**config.mk**
```make
export PLATFORM = sky130hd
export DESIGN_NAME = crt_timing_gen
export DESIGN_NICKNAME = d
export VERILOG_FILES = /design/src/rtl/crtc_pkg.sv /design/src/rtl/crtc_regfile.sv /design/src/rtl/crtc_hcount.sv /design/src/rtl/crtc_vcount.sv /design/src/rtl/crtc_addrgen.sv /design/src/rtl/crt_timing_gen.sv
export SDC_FILE = /design/constraint.sdc
export NUM_CORES = 1
export LEC_CHECK = 0
export ABC_AREA = 1
export ABC_CLOCK_PERIOD_IN_PS = 6200
export BUFFER_PORTS_ARGS = -buffer_cell sky130_fd_sc_hd__buf_2
export CORE_ASPECT_RATIO = 0.6
export CORE_UTILIZATION = 50
export DETAILED_ROUTE_END_ITERATION = 10
export HOLD_SLACK_MARGIN = 0.15
export PLACE_DENSITY = 0.67
export RECOVER_POWER = 100
export SYNTH_ARGS = -nofsm -noshare
export SYNTH_HDL_FRONTEND = slang
export SYNTH_SLANG_ARGS = --single-unit
```
**constraint.sdc**
```tcl
create_clock -name clk -period 6.2 [get_ports clk]
set_clock_uncertainty 0.15 [all_clocks]
set_input_delay 0.31 -clock clk [delete_from_list [all_inputs] [get_ports clk]]
set_output_delay 0.31 -clock clk [all_outputs]
set_load 0.01 [all_outputs]
```
**src/rtl/crtc_pkg.sv**
```systemverilog
// Package: shared widths, register indices, configuration record and reset
// values for the character raster timing generator.
package crtc_pkg;

    localparam int CW   = 8;    // character/row counter and byte register width
    localparam int HSW  = 4;    // horizontal sync width field
    localparam int RAW  = 5;    // scan-line-in-row width
    localparam int MAW  = 14;   // memory address width
    localparam int LNW  = 14;   // frame scan-line counter width

    // Register indices decoded by the write port
    localparam logic [3:0] IX_HTOT  = 4'd0;
    localparam logic [3:0] IX_HDISP = 4'd1;
    localparam logic [3:0] IX_HSPOS = 4'd2;
    localparam logic [3:0] IX_HSWID = 4'd3;
    localparam logic [3:0] IX_VTOT  = 4'd4;
    localparam logic [3:0] IX_VADJ  = 4'd5;
    localparam logic [3:0] IX_VDISP = 4'd6;
    localparam logic [3:0] IX_VSROW = 4'd7;
    localparam logic [3:0] IX_MAXRA = 4'd9;
    localparam logic [3:0] IX_STHI  = 4'd12;
    localparam logic [3:0] IX_STLO  = 4'd13;

    localparam logic [MAW-1:0] RST_START = 14'h1000;

    typedef struct packed {
        logic [CW-1:0]  h_total;
        logic [CW-1:0]  h_disp;
        logic [CW-1:0]  hs_pos;
        logic [HSW-1:0] hs_width;
        logic [CW-1:0]  v_total;
        logic [RAW-1:0] v_adj;
        logic [CW-1:0]  v_disp;
        logic [CW-1:0]  vs_row;
        logic [RAW-1:0] max_ra;
        logic [MAW-1:0] start;
    } crtc_cfg_t;

    // Configuration loaded by reset
    function automatic crtc_cfg_t reset_cfg();
        crtc_cfg_t c;
        c.h_total  = 8'h38;
        c.h_disp   = 8'h28;
        c.hs_pos   = 8'h2D;
        c.hs_width = 4'hA;
        c.v_total  = 8'h7F;
        c.v_adj    = 5'h06;
        c.v_disp   = 8'h64;
        c.vs_row   = 8'h70;
        c.max_ra   = 5'h01;
        c.start    = RST_START;
        return c;
    endfunction

endpackage

```
**src/rtl/crtc_regfile.sv**
```systemverilog
// Module: crtc_regfile
// Holds the timing configuration written through an index/data port.
// Assumes one write per clock; only the fields that drive timing are kept,
// so writes to other indices (interlace and unused slots) are dropped.
module crtc_regfile
    import crtc_pkg::*;
(
    input  logic      clk,
    input  logic      rst_n,
    input  logic      we,
    input  logic [3:0] idx,
    input  logic [7:0] data,
    output crtc_cfg_t cfg
);

    // Register update: reset to the fixed configuration, else decode index
    always_ff @(posedge clk) begin
        if (!rst_n) begin
            cfg <= reset_cfg();
        end else if (we) begin
            case (idx)
                IX_HTOT:  cfg.h_total  <= data;
                IX_HDISP: cfg.h_disp   <= data;
                IX_HSPOS: cfg.hs_pos   <= data;
                IX_HSWID: cfg.hs_width <= data[HSW-1:0];
                IX_VTOT:  cfg.v_total  <= data;
                IX_VADJ:  cfg.v_adj    <= data[RAW-1:0];
                IX_VDISP: cfg.v_disp   <= data;
                IX_VSROW: cfg.vs_row   <= data;
                IX_MAXRA: cfg.max_ra   <= data[RAW-1:0];
                IX_STHI:  cfg.start[MAW-1:8] <= data[MAW-9:0];
                IX_STLO:  cfg.start[7:0]     <= data;
                default:  ;
            endcase
        end
    end

endmodule

```
**src/rtl/crtc_hcount.sv**
```systemverilog
// Module: crtc_hcount
// Character counter for one scan line and horizontal sync window.
// Assumes the total may change at any time; the wrap uses >= so a count
// above a newly lowered total still returns to zero on the next clock.
module crtc_hcount #(
    parameter int CW  = 8,
    parameter int HSW = 4
) (
    input  logic           clk,
    input  logic           rst_n,
    input  logic [CW-1:0]  h_total,
    input  logic [CW-1:0]  hs_pos,
    input  logic [HSW-1:0] hs_width,
    output logic [CW-1:0]  h_cnt,
    output logic           line_end,
    output logic           hsync
);

    logic [CW:0] hs_stop;

    // Line end and sync window decode from the live count
    always_comb begin
        line_end = (h_cnt >= h_total);
        hs_stop  = (CW+1)'(hs_pos) + (CW+1)'(hs_width);
        hsync    = ((CW+1)'(h_cnt) >= (CW+1)'(hs_pos)) && ((CW+1)'(h_cnt) < hs_stop);
    end

    // Character counter: step every clock, wrap at line end
    always_ff @(posedge clk) begin
        if (!rst_n)        h_cnt <= '0;
        else if (line_end) h_cnt <= '0;
        else               h_cnt <= h_cnt + CW'(1);
    end

    AST_H_WRAP: assert property (@(posedge clk) disable iff (!rst_n)
        line_end |=> (h_cnt == '0));
    AST_H_STEP: assert property (@(posedge clk) disable iff (!rst_n)
        !line_end |=> (h_cnt == $past(h_cnt) + CW'(1)));

endmodule

```
**src/rtl/crtc_vcount.sv**
```systemverilog
// Module: crtc_vcount
// Scan-line, character-row and adjust-line sequencing plus vertical sync.
// Assumes line_end pulses one clock per scan line. Adjust lines reuse the
// row-line counter; vsync is a fixed-length window on the frame line number.
module crtc_vcount #(
    parameter int CW     = 8,
    parameter int RAW    = 5,
    parameter int LNW    = 14,
    parameter int VS_LEN = 16
) (
    input  logic           clk,
    input  logic           rst_n,
    input  logic           line_end,
    input  logic [CW-1:0]  v_total,
    input  logic [RAW-1:0] v_adj,
    input  logic [RAW-1:0] max_ra,
    input  logic [CW-1:0]  vs_row,
    output logic [RAW-1:0] ra,
    output logic [CW-1:0]  row,
    output logic           in_adj,
    output logic           row_end,
    output logic           frame_end,
    output logic           vsync
);

    logic [LNW-1:0] line_no;
    logic [LNW-1:0] ra_span;
    logic [LNW-1:0] vs_start;
    logic [LNW-1:0] vs_stop;
    logic           row_last;
    logic           adj_last;

    // Row/frame boundary decode and vertical sync window
    always_comb begin
        row_last  = !in_adj && (ra >= max_ra);
        adj_last  = in_adj && (((RAW+1)'(ra) + (RAW+1)'(1)) >= (RAW+1)'(v_adj));
        row_end   = line_end && row_last;
        frame_end = line_end && (adj_last ||
                    (row_last && (row >= v_total) && (v_adj == '0)));
        ra_span   = LNW'(max_ra) + LNW'(1);
        vs_start  = LNW'(vs_row) * ra_span;
        vs_stop   = vs_start + LNW'(VS_LEN);
        vsync     = (line_no >= vs_start) && (line_no < vs_stop);
    end

    // Vertical sequencing: advance on each line end
    always_ff @(posedge clk) begin
        if (!rst_n) begin
            line_no <= '0;
            ra      <= '0;
            row     <= '0;
            in_adj  <= 1'b0;
        end else if (line_end) begin
            if (frame_end) begin
                line_no <= '0;
                ra      <= '0;
                row     <= '0;
                in_adj  <= 1'b0;
            end else begin
                line_no <= line_no + LNW'(1);
                if (row_last) begin
                    ra <= '0;
                    if (row >= v_total) in_adj <= 1'b1;
                    else                row    <= row + CW'(1);
                end else begin
                    ra <= ra + RAW'(1);
                end
            end
        end
    end

    AST_FRAME_RESTART: assert property (@(posedge clk) disable iff (!rst_n)
        frame_end |=> (line_no == '0 && ra == '0 && !in_adj && row == '0));
    AST_RA_STEP: assert property (@(posedge clk) disable iff (!rst_n)
        (line_end && !frame_end && !row_last) |=> (ra == $past(ra) + RAW'(1)));

endmodule

```
**src/rtl/crtc_addrgen.sv**
```systemverilog
// Module: crtc_addrgen
// Linear memory address counter with a per-row base register.
// Assumes line/row/frame pulses from the counters; frame start has priority,
// a completed row moves the base on by the displayed width.
module crtc_addrgen #(
    parameter int CW  = 8,
    parameter int MAW = 14,
    parameter logic [MAW-1:0] RST_BASE = '0
) (
    input  logic           clk,
    input  logic           rst_n,
    input  logic           line_end,
    input  logic           row_end,
    input  logic           frame_end,
    input  logic [CW-1:0]  h_disp,
    input  logic [MAW-1:0] start,
    output logic [MAW-1:0] ma
);

    logic [MAW-1:0] row_base;
    logic [MAW-1:0] next_base;

    // Base of the following character row
    always_comb next_base = row_base + MAW'(h_disp);

    // Address and row-base update
    always_ff @(posedge clk) begin
        if (!rst_n) begin
            row_base <= RST_BASE;
            ma       <= RST_BASE;
        end else if (frame_end) begin
            row_base <= start;
            ma       <= start;
        end else if (row_end) begin
            row_base <= next_base;
            ma       <= next_base;
        end else if (line_end) begin
            ma       <= row_base;
        end else begin
            ma       <= ma + MAW'(1);
        end
    end

    AST_MA_STEP: assert property (@(posedge clk) disable iff (!rst_n)
        !line_end |=> (ma == $past(ma) + MAW'(1)));
    AST_MA_RELOAD: assert property (@(posedge clk) disable iff (!rst_n)
        (line_end && !row_end && !frame_end) |=> (ma == $past(row_base)));

endmodule

```
**src/rtl/crt_timing_gen.sv**
```systemverilog
// Module: crt_timing_gen (top)
// Character raster timing generator: register file, horizontal counter,
// vertical sequencer and address generator. Outputs are decoded from
// registered counter state, so they are glitch-free relative to clk.
module crt_timing_gen #(
    parameter int VSYNC_LINES = 16
) (
    input  logic        clk,
    input  logic        rst_n,
    input  logic        wr_en,
    input  logic [3:0]  wr_idx,
    input  logic [7:0]  wr_data,
    output logic        hsync,
    output logic        vsync,
    output logic        disp_en,
    output logic [13:0] mem_addr,
    output logic [4:0]  row_addr
);
    import crtc_pkg::*;

    crtc_cfg_t      cfg;
    logic [CW-1:0]  h_cnt;
    logic [CW-1:0]  row;
    logic           line_end;
    logic           row_end;
    logic           frame_end;
    logic           in_adj;

    crtc_regfile u_regs (
        .clk  (clk),
        .rst_n(rst_n),
        .we   (wr_en),
        .idx  (wr_idx),
        .data (wr_data),
        .cfg  (cfg)
    );

    crtc_hcount #(.CW(CW), .HSW(HSW)) u_h (
        .clk     (clk),
        .rst_n   (rst_n),
        .h_total (cfg.h_total),
        .hs_pos  (cfg.hs_pos),
        .hs_width(cfg.hs_width),
        .h_cnt   (h_cnt),
        .line_end(line_end),
        .hsync   (hsync)
    );

    crtc_vcount #(.CW(CW), .RAW(RAW), .LNW(LNW), .VS_LEN(VSYNC_LINES)) u_v (
        .clk      (clk),
        .rst_n    (rst_n),
        .line_end (line_end),
        .v_total  (cfg.v_total),
        .v_adj    (cfg.v_adj),
        .max_ra   (cfg.max_ra),
        .vs_row   (cfg.vs_row),
        .ra       (row_addr),
        .row      (row),
        .in_adj   (in_adj),
        .row_end  (row_end),
        .frame_end(frame_end),
        .vsync    (vsync)
    );

    crtc_addrgen #(.CW(CW), .MAW(MAW), .RST_BASE(RST_START)) u_ma (
        .clk      (clk),
        .rst_n    (rst_n),
        .line_end (line_end),
        .row_end  (row_end),
        .frame_end(frame_end),
        .h_disp   (cfg.h_disp),
        .start    (cfg.start),
        .ma       (mem_addr)
    );

    // Display window: visible column, visible row, not an adjust line
    always_comb disp_en = (h_cnt < cfg.h_disp) && (row < cfg.v_disp) && !in_adj;

    AST_NO_HS_ZERO_WIDTH: assert property (@(posedge clk) disable iff (!rst_n)
        (cfg.hs_width == '0) |-> !hsync);
    AST_ADJ_BLANK: assert property (@(posedge clk) disable iff (!rst_n)
        (frame_end && in_adj) |=> !in_adj);

endmodule

```
# ---- After elaboration in Yosys (flattened, before gate mapping)
# Index checks and enable logic that the tools add are counted.
dict set report word_totals {
  register_bits 140
  inputBits 15
  out_inout_bits 22
  elab_cells 96
}
dict set report classes {
  n_addsub 10
  multipliers 1
  magnitude_cmp 10
  n_eq_ne 11
  n_mux 14
  n_bitwise 1
  reduce_logical 31
}
# op count
set op_table {}
lappend op_table {{two-way mux 14 bit} 6}
lappend op_table {{adder 14 x 1 -> 14 bit (second input constant)} 2}
lappend op_table {{>= comparator 8 bit} 3}
lappend op_table {{two-way mux 8 bit} 3}
lappend op_table {{AND reduction 2 bit} 11}
lappend op_table {{adder 8 x 1 -> 8 bit (second input constant)} 2}
lappend op_table {{== test 4 x 3 -> 1 bit (second input constant)} 4}
lappend op_table {{less-than comparator 8 bit} 2}
lappend op_table {{adder 14 x 5 -> 14 bit (second input constant)} 1}
lappend op_table {{adder 14 x 8 -> 14 bit} 1}
lappend op_table {{>= comparator 14 bit} 1}
lappend op_table {{less-than comparator 14 bit} 1}
lappend op_table {{multiplier 8 x 14 -> 14 bit} 1}
lappend op_table {{adder 5 x 1 -> 6 bit (second input constant)} 2}
lappend op_table {{== test 4 bit (second input constant)} 3}
lappend op_table {{logical AND 1 bit} 10}
lappend op_table {{two-way mux 5 bit} 2}
lappend op_table {{adder 8 x 4 -> 9 bit} 1}
lappend op_table {{less-than comparator 8 x 9 -> 1 bit} 1}
lappend op_table {{== test 4 x 2 -> 1 bit (second input constant)} 2}
lappend op_table {{>= comparator 6 x 5 -> 1 bit} 1}
lappend op_table {{AND reduction 3 bit} 2}
lappend op_table {{nonzero test 2 bit} 3}
lappend op_table {{adder 5 x 1 -> 5 bit (second input constant)} 1}
lappend op_table {{other kinds (10)} 12}

# ---- Longest topological paths before layout
# Gate-level depths: netlist (run 1).
dict set report depth {
  word_depth 8
  ltp_mapped 32
  mapped_depth_nobuf 32
}

# ---- Cells and area by module
# From an unflattened synthesis (run 1), not the netlist that was laid out.
dict set report unflattened {
  cells_unflattened 1640
  area_unflattened_um2 10887.9
}
# module n_inst cells_each area_per_inst_um2 seq_area_each_um2
set modules_own_cells {}
lappend modules_own_cells {crtc_vcount 1 630 4249.1 560.5}
lappend modules_own_cells {crtc_regfile 1 426 2926.6 1521.5}
lappend modules_own_cells {crtc_addrgen 1 356 2190.9 560.5}
lappend modules_own_cells {crtc_hcount 1 159 1113.6 160.2}
lappend modules_own_cells {crt_timing_gen 1 69 407.9 0.0}

# ---- Worst setup path after synthesis (run 1)
# Ideal clock, no wire load.
dict set report synth_timing {
  kind {register to output}
  start {register u_regs.cfg[14] (netlist name)}
  end {output vsync}
  t_arrival_ns 4.864
  slack_ns 0.876
  path_stages_with_launch 30
  path_buffers 1
  path_cell_list {dfxtp_1 clkbuf_1 inv_1 o31ai_1 nand2_1 inv_1 nand2_1 fa_1 inv_1 fa_1 inv_1 fa_1 inv_1 ha_1 inv_1 o21ai_0 nor2_1 nand2_1 xor2_1 nor2_2 nand2_1 nand2_1 nand2_1 inv_1 ha_1 a21oi_1 o21ai_0 a21oi_1 nand3_1 inv_1}
}
dict set report synth_between {
  elab_chain_len 5
  elab_cells_between_ends 6
  classes_between {2 x add/sub; 1 x mul; 2 x order compare; 1 x reduce/logical}
}
# item line_no
set synth_rtl {}
lappend synth_rtl {{adder 5 x 1 -> 6 bit (*)} crtc_vcount.sv:40} ;# ra_span = LNW'(max_ra) + LNW'(1);
lappend synth_rtl {{multiplier 8 x 14 -> 14 bit (*)} crtc_vcount.sv:41} ;# vs_start = LNW'(vs_row) * ra_span;
lappend synth_rtl {{adder 14 x 5 -> 14 bit} crtc_vcount.sv:42} ;# vs_stop = vs_start + LNW'(VS_LEN);
lappend synth_rtl {{less-than comparator 14 bit} crtc_vcount.sv:43} ;# vsync = (line_no >= vs_start) && (line_no < vs_stop);
lappend synth_rtl {{logical AND 1 bit (*)} crtc_vcount.sv:43}
lappend synth_rtl {{to (decl)} crt_timing_gen.sv:14} ;# output logic vsync,
# Mark *: on every way between the ends. The rest lies on a longest branch, timed or not.

# ---- Worst setup path in the final report (run 1)
dict set report layout_timing {
  start {register u_regs.cfg[14] (netlist name)}
  end {output vsync}
}
dict set report layout_between {
  elab_chain_len 5
  elab_cells_between_ends 6
  classes_between {2 x add/sub; 1 x mul; 2 x order compare; 1 x reduce/logical}
}
# item line_no
set layout_rtl {}
lappend layout_rtl {{adder 5 x 1 -> 6 bit (*)} crtc_vcount.sv:40}
lappend layout_rtl {{multiplier 8 x 14 -> 14 bit (*)} crtc_vcount.sv:41}
lappend layout_rtl {{adder 14 x 5 -> 14 bit} crtc_vcount.sv:42}
lappend layout_rtl {{less-than comparator 14 bit} crtc_vcount.sv:43}
lappend layout_rtl {{logical AND 1 bit (*)} crtc_vcount.sv:43}
# Marked as above.

==> run_results.csv, run 1 <==
group,metric,value,unit
global_routing,grt_overflow_total,0,
worst_setup_path,reg2reg_from,"u_h.h_cnt[7]",
worst_setup_path,cp.required,5.74,ns
routing,drtIter0Drc,936,
synth,synth_cell_type_count,47,
routing,drt_wl_total,28710,um
timing,fin_crit_sh,94.75,%
global_routing,grt.met1_usage,42.91,%
worst_setup_path,crit_end,"vsync",
floorplanning,start_util,51.94,%
global_routing,met2_usage,36.65,%
floorplanning,core,20320,um2
cts,cts_tree,"built",
synth,ys_seq_area_share,26.56,%
placed_design,io_buffers,36,
layout,area_delta_synth_final,11.13,%
timing,tightest_slew,2.378,ns
timing,setup_viol,0,
run_status,violations,"capacitance limit, slew limit",
floorplanning,die_area,21710,um2
cts,htreeDepth,4,
synth,synth_top_area_cell,"dfxtp_1",
layout,antenna_cells,0,
layout,nFillCells,1978,
timing,max_freq,170.2,MHz
global_routing,grt_pass1_vias,8676,
worst_setup_path,worst-setup-path-type,"flop to output pin",
cts,cts_buffers,17,
power_and_ir_drop,powerDensity,200.6,nW/um2
synth,ys_warn_count,0,
floorplanning,die_y,114.5,um
layout,drive_gt1_share,6.938,%
layout,layout_common_cells,"nand2_1, inv_1, nor2_1",
placed_design,place_area,10880,um2
timing,holdWs,0.1604,ns
global_routing,grt_max_degree,84,
timing,final_max_slew_viol_count,48,
worst_hold_path,hold_class,"input pin to flop",
routing,vias,9882,
floorplanning,die_x,189.6,um
synth,synthesis.area,10550,um2
synth,synth_edf_count,0,
layout,nets,1721,
synth,syn_nets,1693,
synth,ys.flop_type,"dfxtp_1",
power_and_ir_drop,vdd_ir_drop_max,0.1933,mV
global_routing,grt_pass1_wl,45640,um
timing,relSlewSlack,-58.55,%
global_routing,antenna_found_initial,0,
worst_setup_path,startpoint_type,"flop",
placed_design,dp_hpwl,21250,um
routing,wire_per_inst,15.57,um
run,drv_cap,1,
run_status,status,"finished, violations left",
routing,drt_pass1_iterations,8,
global_routing,grt-busiest-layer,"met1",
worst_setup_path,crit_start,"u_regs.cfg[14]",
routing,antenna_left,0,
floorplanning,num_rows,40,
global_routing,gr-usage-met3,4.750,%
timing,finalCriticalPeriod,5.874,ns
synth,synth-seq-cells,140,
placed_design,gp_congestion,0.9084,
floorplanning,io_pins,37,
cts,max-clock-path-buffers,2,
cts,clock-sinks,140,
worst_setup_path,worstPathArrival,5.41,ns
worst_setup_path,cp_max_fo,7,
global_routing,grt_use_total,26.88,%
synth,synthArstFlopShare,0,%
timing,final_hold_viol_count,0,
worst_setup_path,rr_worst_depth,12,
layout,final_cell_area,11730,um2
cts,path_clk_slew,0.06,ns
cts,root_buffer,"clkbuf_16",
synth,syn_area_per_cell,6.893,um2
worst_setup_path,cp-end-kind,"output pin",
routing,post_drt_via_cell_ratio,5.359,
worst_setup_path,rrSetupSlack,0.67,ns
routing,drc,0,
synth,synth_area_leaders,"dfxtp_1, ha_1, nand2_1",
synth,synth_cells,1531,
power_and_ir_drop,leakage,5.659,nW
cts,insertion_delay,0.43,ns
worst_setup_path,r2r-end,"u_ma.ma[10]",
layout,final_common_cell,"nand2_1",
synth,yosysTopAreaCellShare,26.56,%
==> cell families (layout without fill, tap and decap cells) <==
family / count (synthesis) / in the layout / synth area share [%]
compound gates: 214 / 214 / 11.25
simple gates: 711 / 711 / 28.68
xor+xnor: 42 / 42 / 3.485
flops: 140 / 140 / 26.56
fa+ha+maj: 147 / 147 / 19.35
buf+inv: 277 / 317 / 10.68
==> final cells by class <==
type                    count  area, um2  area share, %
repair buffers             47      237.7          2.027
flip-flops and latches    140       2809          23.95
clock buffers              21      480.5          4.096
multi-input cells        1114       6751          57.56
well taps                 273      341.6          2.912
clock inverters            10      209.0          1.782
inverters                 239      899.6          7.670
==> registers in the layout, indices dropped and copies added, names as in the netlist <==
name and cells:
u_v.row 8, u_regs.cfg 76, u_ma.row_base 14, u_v.in_adj 1, u_h.h_cnt 8, u_v.ra 5
u_v.line_no 14, u_ma.ma 14
==> how the worst min path moves through the flow <==
stage                      start             end  slack [ns]  depth (start not counted)
detailed placement  u_h.h_cnt[0]    u_h.h_cnt[0]        0.30                          1
CTS                   wr_data[5]  u_regs.cfg[32]        0.15                          3
finish                wr_data[5]  u_regs.cfg[57]        0.16                          3
global placement    u_h.h_cnt[0]    u_h.h_cnt[0]        0.29                          1
floorplan           u_h.h_cnt[0]    u_h.h_cnt[0]        0.28                          1
global route          wr_data[5]  u_regs.cfg[57]        0.15                          3
==> report_power, final <==
part / total, W / switching [W] / leakage (nW) / internal [W]
Clock: 0.00121 / 0.000413 / 0.332 / 0.000797
Combinational: 0.000216 / 0.000143 / 4.19 / 0.0000730
Sequential: 0.000927 / 0.0000134 / 1.13 / 0.000914
==> cell usage after synthesis (all sizes together), types with 2 or more instances <==
cell type	instances
o21ai	77
nand3	88
o22ai	2
a21oi	99
buf	17
and3	2
nor2	200
xnor2	16
o21a	4
dfxtp	140
o211ai	22
a21o	2
nand4	34
inv	238
o31ai	2
fa	27
xor2	26
nor3	26
clkbuf	21
ha	120
nand2	358
==> critical path: stages (launching register included) <==
cell	delay [ns]
dfxtp_4	0.39
inv_1	0.09
o31ai_2	0.27
nand2_2	0.15
nor2_2	0.13
fa_1	0.46
fa_1	0.56
inv_1	0.06
fa_1	0.52
inv_1	0.07
ha_4	0.27
a21oi_4	0.18
nand2_2	0.09
xnor2_2	0.18
nor2_2	0.15
nand3_2	0.10
nor2_2	0.17
nand3_1	0.09
nand2_1	0.09
inv_1	0.04
ha_1	0.28
a21oi_1	0.14
o21ai_0	0.08
a21oi_1	0.11
nand3_1	0.10
inv_1	0.07
buf_2	0.12
==> repair_timing <==
action	CTS	global route
pin swaps	0	7
hold buffers	4	0
buffers inserted	0	3
resized for setup	4	41
endpoints found under the setup margin	1	1
hold endpoints to repair	5	0
==> stage by stage <==
stage          cells  setup TNS (ns)  power, W  utilization (%)  setup WS [ns]
3_5_place_dp    1806               0  0.001144            53.55         0.2494
5_1_grt         1844        -0.03122  0.002429            57.72       -0.03122
2_1_floorplan   1531               0  0.001085                -         0.8759
6_report        1844               0  0.002352            57.72         0.3256
3_3_place_gp    1806               0  0.001139            53.55         0.4388
4_1_cts         1841               0  0.002345            57.23       0.005952
==> metal layers <==
metal | up-vias | share of wire (%)
met5 | - | 0
met2 | 349 | 38
met4 | 0 | 0.85
met3 | 19 | 7.6
li1 | 4966 | -
met1 | 4548 | 53
Power figures use the tool's default switching activity.
==> run 2, diff against run 1 <==
--- a/config.mk
+++ b/config.mk
@@ -5,7 +5,7 @@
 export SDC_FILE = /design/constraint.sdc
 export NUM_CORES = 1
 export LEC_CHECK = 0
-export ABC_AREA = 1
+export ABC_AREA = 0
 export ABC_CLOCK_PERIOD_IN_PS = 6200
 export BUFFER_PORTS_ARGS = -buffer_cell sky130_fd_sc_hd__buf_2
 export CORE_ASPECT_RATIO = 0.6
==> run 2 against run 1 <==
The run ends with capacitance limit, slew limit, setup timing left. Die area decreased by 4.5%. Clock power decreased by 9.9%. Count of clock-buffer cells in the layout decreased by 1. Total power decreased by 7.1%. Sequential power decreased by 0.5%. Synthesized cell count decreased by 26%. Register-to-register slack improved by 1.5 ns. Largest cell class unchanged.
==> run_results.csv, run 2 <==
group,metric,value,unit
run_status,status,"finished, violations left",
run_status,violations,"capacitance limit, slew limit, setup timing",
routing,drtIter0Drc,609,
cts,path_clk_slew,0.06,ns
cts,root_buffer,"clkbuf_16",
timing,setup_viol,1,
cts,max-clock-path-buffers,2,
worst_setup_path,crit_start,"u_regs.cfg[14]",
synth,synth_xor_area_share,6.001,%
worst_hold_path,min-delay-start,"wr_data[0]",
worst_setup_path,cp.required,5.74,ns
routing,post_drt_via_cell_ratio,5.443,
layout,largest_reg_flops,76,
timing,fin_crit_sh,102.3,%
synth,syn_area_per_cell,8.881,um2
synth,synthSimpleGateAreaFrac,19.08,%
worst_setup_path,worstPathArrival,5.88,ns
worst_setup_path,r2r-end,"u_ma.row_base[8]",
power_and_ir_drop,leakage,5.265,nW
synth,yosysTopAreaCellShare,27.83,%
timing,rsz0062_at_grt,"yes",
layout,final_cell_area,11490,um2
timing,tightest_slew,3.067,ns
power_and_ir_drop,powerDensity,190.2,nW/um2
synth,synth_common_cells,"dfxtp_1, ha_1, inv_1, nand2_1",
worst_setup_path,reg2reg_from,"u_v.ra[0]",
floorplanning,die_x,185.2,um
timing,final_hold_viol_count,0,
synth,synth_area_leaders,"dfxtp_1, ha_1, mux2i_1",
cts,cts_buffers,17,
floorplanning,die_y,111.9,um
layout,drive_gt1_share,10.37,%
layout,regMostFlops,"u_regs.cfg",
layout,fin_cells,1462,
worst_setup_path,cp_num_buf_inv,3,
synth,synth_top_family_by_area,"adder cells",
timing,finalCriticalPeriod,6.345,ns
placed_design,place_area,10600,um2
run,drv_cap,1,
placed_design,dp_hpwl,18330,um
worst_setup_path,rrSetupSlack,2.14,ns
synth,ys.flop_type,"dfxtp_1",
floorplanning,io_pins,37,
timing,final_max_slew_viol_count,81,
global_routing,grt-busiest-layer,"met1",
routing,drc,0,
synth,synthMuxAreaShare,6.883,%
synth,synthesis.area,10070,um2
timing,relSlewSlack,-104.5,%
layout,nets,1346,
global_routing,grt.met1_usage,41.11,%
worst_setup_path,cp_max_fo,4,
synth,synthAdderAreaFrac,20.28,%
global_routing,grt_pass1_wl,40680,um
global_routing,antenna_found_initial,0,
worst_setup_path,crit_path_cell_trace,"ha_4, nand3_4, xnor2_4, buf_6, nand2_2, fa_1, fa_1, fa_1, inv_2, ha_4, nor2b_4, o31a_1, or4b_4, o311ai_4, and2_4, nand3_2, xnor2_1, ha_1, a21o_1, a21o_1, a21oi_2, o21ai_1, a211oi_2, buf_2",
cts,cts_tree,"built",
synth,yosysMostFrequentCell,"dfxtp_1",
synth,ys_warn_count,0,
synth,synth-seq-cells,140,
placed_design,io_buffers,36,
global_routing,grt_max_degree,81,
global_routing,gr-usage-met3,5.070,%
routing,drt_pass1_iterations,6,
synth,synth_top_area_cell,"dfxtp_1",
synth,synth_edf_count,0,
worst_setup_path,startpoint_type,"flop",
timing,max_freq,157.6,MHz
routing,vias,7958,
layout,final_common_cell,"dfxtp_1",
layout,multi_input_area,6924,um2
global_routing,met2_usage,33.33,%
layout,seq_area,2811,um2
floorplanning,die_area,20730,um2
cts,clock-sinks,140,
global_routing,grt_pass1_vias,7528,
worst_setup_path,cp.depth,24,
worst_setup_path,slowest_delay,0.55,ns
floorplanning,core,19370,um2
routing,wire_per_inst,17.17,um
layout,layout_common_cells,"dfxtp_1, ha_1, inv_1, nand2_1, mux2i_1",
worst_setup_path,crit_end,"vsync",
synth,ys_seq_area_share,27.83,%
timing,postLayoutSetupSlackWorst,-0.1448,ns
global_routing,grt_use_total,25.33,%
layout,nFillCells,1763,
worst_setup_path,path_delay_family,"adder cells",
synth,syn_nets,1296,
cts,insertion_delay,0.43,ns
worst_setup_path,critPathSlowestCell,"fa_1",
synth,synth_cell_type_count,71,
worst_setup_path,cpMostUsedCell,"fa_1",
floorplanning,num_rows,39,
worst_hold_path,hold_class,"input pin to flop",
worst_setup_path,worst-setup-path-type,"flop to output pin",
layout,area_delta_synth_final,14.11,%
global_routing,grt_overflow_total,0,
power_and_ir_drop,vdd_ir_drop_max,0.2064,mV
placed_design,dp_cells,1421,
synth,synth_compound_gate_area_share,14.25,%
synth,synthArstFlopShare,0,%
floorplanning,start_util,51.99,%
placed_design,gp_congestion,0.8707,
routing,antenna_left,0,
routing,drt_wl_total,25110,um
worst_setup_path,cp-end-kind,"output pin",
layout,antenna_cells,0,
cts,htreeDepth,4,
synth,synth_cells,1134,
worst_setup_path,rr_worst_depth,10,
==> run 2: cell count changes after synthesis, sizes merged, moves of 35 or more <==
cell	before	now
inv	238	104
a21oi	99	32
nand2	358	104
nor2	200	61
nor2b	0	67
o21ai	77	25
and2	0	35
mux2i	0	67
nand3	88	32
==> run 2: worst min-delay path: stages <==
cell and delay [ns]:
buf_2 0.21, nand2_1 0.10, nand3_1 0.06
==> run 2: repair_timing <==
action,CTS,global route
buffers inserted,7,0
gates resized for setup,35,12
pin swaps,29,8
setup endpoints to repair,1,1
gates cloned,0,0
endpoints found under the hold margin,7,0
hold buffers,3,0
==> run 2: worst min path at each step <==
stage / endpoint / slack [ns] / cells past startpoint
2_1_floorplan: u_regs.cfg[25] / 0.29 / 2
3_3_place_gp: u_regs.cfg[73] / 0.31 / 2
3_5_place_dp: u_regs.cfg[73] / 0.32 / 2
4_1_cts: u_regs.cfg[29] / 0.15 / 3
5_1_grt: u_regs.cfg[40] / 0.16 / 3
6_report: u_regs.cfg[40] / 0.16 / 3
==> run 2: area by class of cell <==
class | instances | area share, %
Clock buffer | 20 | 3.974
Clock inverter | 11 | 1.459
Inverter | 104 | 3.397
Multi-Input combinational cell | 851 | 60.25
Sequential cell | 140 | 24.46
Tap cell | 266 | 2.896
Timing Repair Buffer | 70 | 3.560
==> run 2: kinds of logic (layout without fill, tap and decap cells) <==
kind of cell / count (synthesis) / count (layout)
XOR/XNOR: 69 / 69
AND/OR/NAND/NOR: 371 / 371
buffers and inverters: 143 / 205
AO/OA/AOI/OAI: 195 / 195
flip-flops: 140 / 140
adder cells (fa/ha/maj): 147 / 147
multiplexers: 69 / 69
==> run 2: routing by layer <==
metal	part of all wire, %	wire length (um)
met4	0.75	189
met5	0	0
met1	56	14010
met3	5.4	1365
met2	38	9544
==> run 2: stage by stage <==
stage               hold slack, ns  TNS [ns]  total power [W]  util (%)  setup slack [ns]
CTS                         0.1518  -0.06306         0.002196     59.25          -0.06306
detailed placement          0.3161   -0.1606         0.001097     54.71           -0.1606
floorplan                   0.2887         0         0.001046         -           0.04589
global route                0.1637   -0.3771         0.002263     59.32           -0.3771
finish                      0.1617   -0.1448         0.002186     59.32           -0.1448
global placement            0.3083         0         0.001093     54.71           0.07054
==> run 2: power by group <==
part           leakage [nW]  internal, W  switching (W)
clock                 0.302     0.000691       0.000403
sequential             1.13     0.000909      0.0000122
combinational          3.83    0.0000737      0.0000978
total                  5.27      0.00167       0.000513
==> run 3, diff against run 2 <==
--- a/config.mk
+++ b/config.mk
@@ -6,7 +6,7 @@
 export NUM_CORES = 1
 export LEC_CHECK = 0
 export ABC_AREA = 0
-export ABC_CLOCK_PERIOD_IN_PS = 6200
+export ABC_CLOCK_PERIOD_IN_PS = 7900
 export BUFFER_PORTS_ARGS = -buffer_cell sky130_fd_sc_hd__buf_2
 export CORE_ASPECT_RATIO = 0.6
 export CORE_UTILIZATION = 50
==> constraint.sdc (replaced) <==
create_clock -name clk -period 7.9 [get_ports clk]
set_clock_uncertainty 0.15 [all_clocks]
set_input_delay 0.395 -clock clk [delete_from_list [all_inputs] [get_ports clk]]
set_output_delay 0.395 -clock clk [all_outputs]
set_load 0.01 [all_outputs]
==> run 3 against run 2 <==
The flow finishes with violations (capacitance limit, slew limit). Sequential power decreased by 21%. Count of clock-buffer cells in the layout decreased by 1. Design area decreased by 3.7%. First-iteration DRC count grew 22%. Combinational power fell by 31%.
==> run_results.csv, run 3 (synthesized netlist as in run 2, its figures left out) <==
group,metric,value,unit
routing,drc,0,
timing,tightest_slew,4.060,ns
floorplanning,die_y,111.9,um
cts,path_clk_slew,0.06,ns
global_routing,grt_pass1_vias,7191,
routing,drt_pass1_iterations,5,
layout,final_common_cell,"dfxtp_1",
timing,holdWs,0.2013,ns
worst_setup_path,worstPathArrival,6.98,ns
run_status,status,"finished, violations left",
timing,rsz0062_at_grt,"no",
routing,antenna_left,0,
routing,drt_wl_total,23680,um
routing,post_drt_via_cell_ratio,5.449,
timing,max_freq,132.9,MHz
placed_design,io_buffers,36,
cts,max-clock-path-buffers,2,
worst_setup_path,cp-end-kind,"output pin",
cts,cts_buffers,17,
timing,final_hold_viol_count,0,
placed_design,dp_hpwl,17750,um
worst_setup_path,startpoint_type,"flop",
global_routing,antenna_found_initial,0,
layout,largest_reg_flops,76,
layout,antenna_cells,0,
cts,post_cts_buffers,0,
global_routing,grt_max_degree,103,
layout,regMostFlops,"u_regs.cfg",
layout,utilization,57.14,%
global_routing,grt_pass1_wl,38820,um
timing,final_max_slew_viol_count,103,
floorplanning,die_area,20730,um2
cts,htreeDepth,4,
worst_setup_path,slowest_delay,0.59,ns
floorplanning,start_util,51.99,%
floorplanning,die_x,185.2,um
timing,relSlewSlack,-170.7,%
routing,met2_length,8733,um
routing,drtIter0Drc,746,
timing,setup_viol,0,
routing,met3_length,1310,um
timing,fin_crit_sh,95.21,%
worst_setup_path,crit_path_cell_trace,"ha_1, nand3_1, xnor2_1, nand2_1, fa_1, fa_1, fa_1, inv_1, ha_1, nor2b_1, o31a_1, or4b_1, o311ai_0, and2_1, nand3_1, xnor2_1, ha_1, a21o_1, a21o_1, a21oi_1, o21ai_0, a211oi_1, buf_2",
power_and_ir_drop,vdd_ir_drop_max,0.1588,mV
routing,highest_layer,"met4",
worst_setup_path,cp_max_fo,12,
cts,cts_tree,"built",
placed_design,gp_congestion,0.8697,
layout,nets,1318,
routing,vias,7819,
cts,root_buffer,"clkbuf_16",
timing,tns,0,ns
worst_setup_path,critPathSlowestCell,"dfxtp_1",
worst_hold_path,hold_class,"input pin to flop",
worst_setup_path,rrSetupSlack,3.78,ns
floorplanning,core,19370,um2
layout,area_delta_synth_final,9.915,%
floorplanning,num_rows,39,
global_routing,grt_overflow_total,0,
timing,finalCriticalPeriod,7.522,ns
cts,clock-sinks,140,
run,drv_cap,1,
floorplanning,io_pins,37,
global_routing,grt_use_total,24.15,%
worst_setup_path,cp.required,7.36,ns
power_and_ir_drop,powerDensity,154.8,nW/um2
layout,drive_gt1_share,6.074,%
routing,wire_per_inst,16.50,um
cts,insertion_delay,0.43,ns
run_status,violations,"capacitance limit, slew limit",
power_and_ir_drop,leakage,5.069,nW
routing,met1_length,13420,um
worst_setup_path,worst-setup-path-type,"flop to output pin",
layout,layout_common_cells,"dfxtp_1, ha_1, inv_1, nand2_1",
[run 3: report_power, final]
part | internal, W | leakage (nW) | switching, W
Sequential | 0.000714 | 1.13 | 0.0000100
Clock | 0.000547 | 0.313 | 0.000325
Combinational | 0.0000477 | 3.62 | 0.0000699
[run 3: worst paths after layout]
path | start | endpoint | depth (start not counted)
worst max register to register | u_v.ra[0] | u_ma.row_base[8] | 10
worst min register to register | u_regs.cfg[71] | u_regs.cfg[71] | 2
worst max-delay path | u_regs.cfg[14] | vsync | 23
worst min-delay path | wr_data[7] | u_regs.cfg[47] | 3
[run 3: repair_timing]
action,in CTS,in global routing
hold buffers,1,0
endpoints found under the hold margin,1,0
resized for setup,0,0
[run 3: worst max-delay path: cells and delay by family (launching register included)]
kind,cells,cell delay [ns]
buf+inv,2,0.21
flops,1,0.59
xor+xnor,2,0.68
fa+ha+maj,6,2.53
simple gates,6,1.29
compound gates,7,1.25
[run 3: layer usage]
layer  vias up  GRT usage [%]
met5         -              0
li1       3975              -
met4         0          6.391
met1      3620          39.54
met2       210          30.96
met3        14          4.482
[run 3: per-stage QoR]
step	instances	instance area (um2)	total power, W	setup slack (ns)
after floorplan	1134	10070	0.0008209	1.606
after global placement	1402	10450	0.0008527	1.206
after detailed placement	1402	10450	0.0008551	0.9161
after CTS	1435	11100	0.001725	0.4401
after global routing	1435	11070	0.001776	0.04919
final	1435	11070	0.001714	0.3780
[run 3: cell type report]
type	count	area [um2]
sequential	140	2803
multi-input combinational	851	6704
fill	1741	8303
inverter	104	390.4
timing repair buffer	42	196.4
clock buffer	19	452.9
clock inverter	13	190.2
tap	266	332.8
